## src/rtl/pt_walker_pkg.sv

```systemverilog
package pt_walker_pkg;

    localparam int unsigned ENTRY_W  = 32;
    localparam int unsigned OFS_W    = 12;
    localparam int unsigned IDX_W    = 10;
    localparam int unsigned SEL_W    = 2;
    localparam int unsigned FRAME_W  = ENTRY_W - OFS_W;
    localparam int unsigned LOFS_W   = IDX_W + OFS_W;
    localparam int unsigned CODE_W   = 3;
    localparam int unsigned PIDX_W   = 5;
    localparam int unsigned PMAP_W   = 1 << PIDX_W;

    localparam int unsigned BIT_PRESENT  = 0;
    localparam int unsigned BIT_WRITABLE = 1;
    localparam int unsigned BIT_USER     = 2;
    localparam int unsigned BIT_ACCESSED = 5;
    localparam int unsigned BIT_LARGE    = 7;

    localparam logic [ENTRY_W-1:0] ACC_MASK = ENTRY_W'(1) << BIT_ACCESSED;

    typedef enum logic [2:0] {
        ST_IDLE,
        ST_DIR_RD,
        ST_DIR_WB,
        ST_TBL_RD,
        ST_TBL_WB,
        ST_CHECK,
        ST_DONE
    } walk_state_e;

    function automatic logic is_large(input logic large_en, input logic [ENTRY_W-1:0] ent);
        return large_en & ent[BIT_LARGE];
    endfunction

endpackage

```

## src/rtl/pt_walk_addr.sv

```systemverilog
module pt_walk_addr
    import pt_walker_pkg::*;
(
    input  logic [FRAME_W-1:0] dir_frame,
    input  logic [ENTRY_W-1:0] laddr,
    input  logic [FRAME_W-1:0] pde_frame,
    input  logic [FRAME_W-1:0] pte_frame,
    output logic [ENTRY_W-1:0] dir_addr,
    output logic [ENTRY_W-1:0] tbl_addr,
    output logic [ENTRY_W-1:0] pa_large,
    output logic [ENTRY_W-1:0] pa_small
);
    localparam int unsigned LBASE_W = ENTRY_W - LOFS_W;

    // directory slot from the top index field, table slot from the middle one
    assign dir_addr = {dir_frame, laddr[ENTRY_W-1 -: IDX_W], {SEL_W{1'b0}}};
    assign tbl_addr = {pde_frame, laddr[LOFS_W-1 -: IDX_W], {SEL_W{1'b0}}};
    assign pa_large = {pde_frame[FRAME_W-1 -: LBASE_W], laddr[LOFS_W-1:0]};
    assign pa_small = {pte_frame, laddr[OFS_W-1:0]};

endmodule

```

## src/rtl/pt_walk_perm.sv

```systemverilog
module pt_walk_perm
    import pt_walker_pkg::*;
#(
    parameter logic [PMAP_W-1:0] GRANT_MAP = 32'hD0DD_D0FF
) (
    input  logic wp,
    input  logic cpl_user,
    input  logic ent_user,
    input  logic ent_wr,
    input  logic op_wr,
    output logic allow
);
    logic [PIDX_W-1:0] sel;

    assign sel   = {wp, cpl_user, ent_user, ent_wr, op_wr};
    assign allow = GRANT_MAP[sel];

endmodule

```

## src/rtl/pt_walker.sv

```systemverilog
module pt_walker
    import pt_walker_pkg::*;
#(
    parameter logic [PMAP_W-1:0] GRANT_MAP = 32'hD0DD_D0FF
) (
    input  logic               clk,
    input  logic               rst_n,
    input  logic               req_valid,
    output logic               req_ready,
    input  logic [ENTRY_W-1:0] req_laddr,
    input  logic               req_write,
    input  logic               req_user,
    input  logic [FRAME_W-1:0] cfg_dir_frame,
    input  logic               cfg_wp,
    input  logic               cfg_large_en,
    output logic               mem_req,
    output logic               mem_we,
    output logic [ENTRY_W-1:0] mem_addr,
    output logic [ENTRY_W-1:0] mem_wdata,
    input  logic               mem_ack,
    input  logic [ENTRY_W-1:0] mem_rdata,
    output logic               rsp_valid,
    output logic               rsp_fault,
    output logic [ENTRY_W-1:0] rsp_paddr,
    output logic [CODE_W-1:0]  rsp_code
);

    walk_state_e state_q, state_d;

    logic [ENTRY_W-1:0] laddr_q;
    logic               wr_q, usr_q, wp_q, lg_en_q;
    logic [FRAME_W-1:0] frame_q;
    logic [ENTRY_W-1:0] pde_q, pte_q;
    logic               flt_q;
    logic [ENTRY_W-1:0] pa_q;
    logic [CODE_W-1:0]  code_q;

    logic [ENTRY_W-1:0] dir_addr, tbl_addr, pa_large, pa_small;
    logic               large_hit, ent_user, ent_wr, allow;
    logic               accept;

    assign accept = req_valid && (state_q == ST_IDLE);

    pt_walk_addr u_addr (
        .dir_frame (frame_q),
        .laddr     (laddr_q),
        .pde_frame (pde_q[ENTRY_W-1:OFS_W]),
        .pte_frame (pte_q[ENTRY_W-1:OFS_W]),
        .dir_addr  (dir_addr),
        .tbl_addr  (tbl_addr),
        .pa_large  (pa_large),
        .pa_small  (pa_small)
    );

    assign large_hit = is_large(lg_en_q, pde_q);
    assign ent_user  = large_hit ? pde_q[BIT_USER]
                                 : (pde_q[BIT_USER] & pte_q[BIT_USER]);
    assign ent_wr    = large_hit ? pde_q[BIT_WRITABLE]
                                 : (pde_q[BIT_WRITABLE] & pte_q[BIT_WRITABLE]);

    pt_walk_perm #(.GRANT_MAP(GRANT_MAP)) u_perm (
        .wp       (wp_q),
        .cpl_user (usr_q),
        .ent_user (ent_user),
        .ent_wr   (ent_wr),
        .op_wr    (wr_q),
        .allow    (allow)
    );

    // state register
    always_ff @(posedge clk or negedge rst_n) begin
        if (!rst_n) state_q <= ST_IDLE;
        else        state_q <= state_d;
    end

    // transitions
    always_comb begin
        state_d = state_q;
        unique case (state_q)
            ST_IDLE:   if (req_valid) state_d = ST_DIR_RD;
            ST_DIR_RD: if (mem_ack) begin
                if (!mem_rdata[BIT_PRESENT])        state_d = ST_DONE;
                else if (!mem_rdata[BIT_ACCESSED])  state_d = ST_DIR_WB;
                else if (is_large(lg_en_q, mem_rdata)) state_d = ST_CHECK;
                else                                state_d = ST_TBL_RD;
            end
            ST_DIR_WB: if (mem_ack) state_d = large_hit ? ST_CHECK : ST_TBL_RD;
            ST_TBL_RD: if (mem_ack) begin
                if (!mem_rdata[BIT_PRESENT])        state_d = ST_DONE;
                else if (!mem_rdata[BIT_ACCESSED])  state_d = ST_TBL_WB;
                else                                state_d = ST_CHECK;
            end
            ST_TBL_WB: if (mem_ack) state_d = ST_CHECK;
            ST_CHECK:  state_d = ST_DONE;
            ST_DONE:   state_d = ST_IDLE;
            default:   state_d = ST_IDLE;
        endcase
    end

    // outputs
    always_comb begin
        req_ready = 1'b0;
        mem_req   = 1'b0;
        mem_we    = 1'b0;
        mem_addr  = '0;
        mem_wdata = '0;
        rsp_valid = 1'b0;
        unique case (state_q)
            ST_IDLE:   req_ready = 1'b1;
            ST_DIR_RD: begin
                mem_req  = 1'b1;
                mem_addr = dir_addr;
            end
            ST_DIR_WB: begin
                mem_req   = 1'b1;
                mem_we    = 1'b1;
                mem_addr  = dir_addr;
                mem_wdata = pde_q | ACC_MASK;
            end
            ST_TBL_RD: begin
                mem_req  = 1'b1;
                mem_addr = tbl_addr;
            end
            ST_TBL_WB: begin
                mem_req   = 1'b1;
                mem_we    = 1'b1;
                mem_addr  = tbl_addr;
                mem_wdata = pte_q | ACC_MASK;
            end
            ST_CHECK:  ;
            ST_DONE:   rsp_valid = 1'b1;
            default:   ;
        endcase
    end

    assign rsp_fault = flt_q;
    assign rsp_paddr = pa_q;
    assign rsp_code  = code_q;

    // walk context and result
    always_ff @(posedge clk or negedge rst_n) begin
        if (!rst_n) begin
            laddr_q <= '0;
            wr_q    <= 1'b0;
            usr_q   <= 1'b0;
            wp_q    <= 1'b0;
            lg_en_q <= 1'b0;
            frame_q <= '0;
            pde_q   <= '0;
            pte_q   <= '0;
            flt_q   <= 1'b0;
            pa_q    <= '0;
            code_q  <= '0;
        end else begin
            if (accept) begin
                laddr_q <= req_laddr;
                wr_q    <= req_write;
                usr_q   <= req_user;
                wp_q    <= cfg_wp;
                lg_en_q <= cfg_large_en;
                frame_q <= cfg_dir_frame;
                pte_q   <= '0;
            end
            if (mem_ack && (state_q == ST_DIR_RD || state_q == ST_TBL_RD)) begin
                if (state_q == ST_DIR_RD) pde_q <= mem_rdata;
                else                      pte_q <= mem_rdata;
                if (!mem_rdata[BIT_PRESENT]) begin
                    flt_q  <= 1'b1;
                    pa_q   <= '0;
                    code_q <= {usr_q, wr_q, 1'b0};
                end
            end
            if (state_q == ST_CHECK) begin
                if (allow) begin
                    flt_q  <= 1'b0;
                    pa_q   <= large_hit ? pa_large : pa_small;
                    code_q <= '0;
                end else begin
                    flt_q  <= 1'b1;
                    pa_q   <= '0;
                    code_q <= {usr_q, wr_q, 1'b1};
                end
            end
        end
    end

endmodule

```

## config.mk

```make
export PLATFORM = sky130hd
export DESIGN_NAME = pt_walker
export DESIGN_NICKNAME = d
export VERILOG_FILES = /design/src/rtl/pt_walker_pkg.sv /design/src/rtl/pt_walk_addr.sv /design/src/rtl/pt_walk_perm.sv /design/src/rtl/pt_walker.sv
export SDC_FILE = /design/constraint.sdc
export NUM_CORES = 1
export LEC_CHECK = 0
export BUFFER_PORTS_ARGS = -buffer_cell sky130_fd_sc_hd__buf_2
export CAP_MARGIN = 5
export CORE_AREA = 8 8 135 137
export CTS_CLUSTER_SIZE = 10
export DETAILED_ROUTE_END_ITERATION = 7
export DIE_AREA = 0 0 143 145
export PLACE_DENSITY = 0.69
export RECOVER_POWER = 25
export SETUP_SLACK_MARGIN = 0.2
export SLEW_MARGIN = 10
export SYNTH_ARGS = -nofsm -noshare
export SYNTH_HDL_FRONTEND = slang
export SYNTH_SLANG_ARGS = --single-unit
```

## constraint.sdc

```tcl
create_clock -name clk -period 3.03 [get_ports clk]
set_input_delay 0.606 -clock clk [delete_from_list [all_inputs] [get_ports clk]]
set_output_delay 0.606 -clock clk [all_outputs]
set_load 0.01 [all_outputs]
```

==> out/qor.yml <==
outcome: "finished, violations left"
violations: "max-capacitance violations, max-slew violations"
ys_warn_count: 0
ir_drop_v: 0.000485
rsz0062_at_grt: "false"
fin_setup_tns_ns: 0
synth_edf_count: 0
crit_type: "flip-flop to output port"
cp.required_ns: 2.42
clock-sinks: 157
synth-seq-area-share_pct: 55.6
synthAdderAreaFrac_pct: 0
synth-main-ff-cell: "dfrtp_1"
drive_above_1_share_pct: 40.5
root_buffer: "clkbuf_16"
dp_hpwl_um: 14100
drv_cap: 1
drt-total-wl_um: 19800
power_leakage_uw: 0.00427
fin_crit_sh_pct: 87.9
portBuffers: 193
hold_violations: 0
start_kind: "flip-flop"
critPathMaxFanout: 18
routabilityCongestion: 0.837
synth.most_common_cell: "dfrtp_1"
gr-total-overflow: 0
core-area_um2: 16200
insertion_delay_ns: 0.42
num_rows: 47
synth-simple-area-share_pct: 6.93
maxSlewHeadroom_pct: -55.4
worst-slew-pin-transition_ns: 2.33
synth.distinct_cells: 41
async_reset_ff_share_pct: 100
grt_use_total_pct: 19.5
fin_hold_ws_ns: 0.395
max_freq_mhz: 375
initial_utilization_pct: 43.7
total_power_uw: 10200
pin_count: 196
min_period_ns: 2.66
postCtsHoldBufs: 0
drt_iter0_drc: 285
slew_viol_final: 53
end_kind: "output port"
dp.cells: 964
final_util_pct: 54.9
crit_chain: "nor2b_1 -> a21o_1 -> buf_4 -> a22o_1 -> buf_2"
synth.avg_cell_area_um2: 12.1
cts_tree: "done"
finClkSkew_ns: 0.00960
ys_top_cells_by_count: "dfrtp_1 (157), nand2_1 (91), a22o_1 (73)"
grt_pass1_vias: 5744
areaGrowthSynthToFinish_pct: 25.8
die_w_um: 143
routed_via_density: 5.30
synth-seq-cells: 157
yosysTopAreaCellShare_pct: 55.6
synth_top_area_cell: "dfrtp_1"
die_y_um: 145
grt_max_degree: 75
die-area_um2: 20700
htreeDepth: 4
synth_xor_area_share_pct: 0.248
drtAntennaViolNets: 0
nets: 857
drc_errors: 0
grt_first_pass_wirelength_um: 31500
wl_per_cell_um: 19.9
yosys-top-cells-area: "dfrtp_1 (56%), a22o_1 (9.1%), mux2_1 (7.2%)"
synth_cells: 583
clk_pin_slew_ns: 0.07
stdcell_count: 999
muxShareOfSynthArea_pct: 16.4
hold_class: "input pin to flip-flop"
arrival_ns: 2.06
synth_top_family_by_area: "multiplexers"
crit_path_top_delay_cell: "dfrtp_2"
vias: 5296
synth_compound_area_share_pct: 16.4
antenna_found_initial: 1
cpPeakStageDelay_ns: 0.49
finalSetupViolCount: 0
cts_buffers: 17
detail_route.first_pass.iterations: 4
cp_top_family: "flip-flops"
path_buf_inv: 2
power_density_nw_per_um2: 1140
synthesis.area_um2: 7060
clockBufferDepth: 2
## cell type report
type	instances	area, µm²
fill	1417	7290
sequential	157	3930
multi-input combinational	373	2860
timing repair buffer	213	1170
clock buffer	20	447
tap	220	275
clock inverter	12	185
inverter	3	11.3
antenna	1	2.50
## state kept, by name (all words and copies together), names as in the netlist
register,flops
wr_q,1
usr_q,1
lg_en_q,1
pte_q,31
rsp_code,3
wp_q,1
rsp_fault,1
state_q,3
frame_q,20
rsp_paddr,32
laddr_q,32
pde_q,31
## per-layer routing
layer  vias up  GRT usage [%]  share of wire (%)
met5         -              0                  0
met4         0           8.13                2.4
met3        33           5.41                7.2
met2       188           31.5                 48
met1      2623           23.9                 42
li1       2452              -                  -
## kinds of logic (layout without fill, tap and decap cells)
kind of cell	Yosys count	after routing
compound gates	149	149
flops	157	157
simple gates	115	115
mux	105	105
xor+xnor	2	2
buf+inv	54	248
other cells	1	3
## metrics by stage
stage               area [µm²]  setup WS [ns]
floorplan                 7070          0.985
global placement          8230          0.560
detailed placement        8230          0.447
CTS                       8880          0.233
global route              8880          0.139
finish                    8880          0.366
## worst paths after layout
kind                               startpoint             to  slack, ns  cells after the start
worst min-delay path             req_laddr[4]     laddr_q[4]       0.39                      2
worst max register to register     state_q[0]      pde_q[31]       0.85                      4
min in group asynchronous               rst_n    laddr_q[28]       1.00                      1
max in group asynchronous               rst_n    laddr_q[11]       0.57                      2
worst max-delay path               state_q[1]   mem_addr[19]       0.37                      5
worst min register to register  rsp_paddr[26]  rsp_paddr[26]       0.47                      2
## what timing repair did
action	4_1_cts	5_1_grt
setup buffers	2	0
cloned	0	0
setup endpoints to repair	33	52
gates resized for setup	0	2
## power breakdown
group          leakage, µW  internal [µW]  switching [µW]  total (µW)
clock network     0.000306           1410             863        2270
registers          0.00196           3020             716        3730
logic              0.00200           1960            2200        4160
## placed cells by master, fill, tap and decap left out, drive strengths merged, types with 2 or more instances in the layout
cell and count:
a21oi 4, a22o 73, and2 2, buf 212, bufinv 4, clkbuf 20
clkinv 4, conb 2, dfrtp 157, inv 6, mux2 85, mux2i 20
nand2 91, nand3 2, nand3b 2, nor2 6, nor2b 5, nor3 2
o21ai 59, o31ai 4, xnor2 2
No activity file was read; power rests on OpenSTA's default activity.
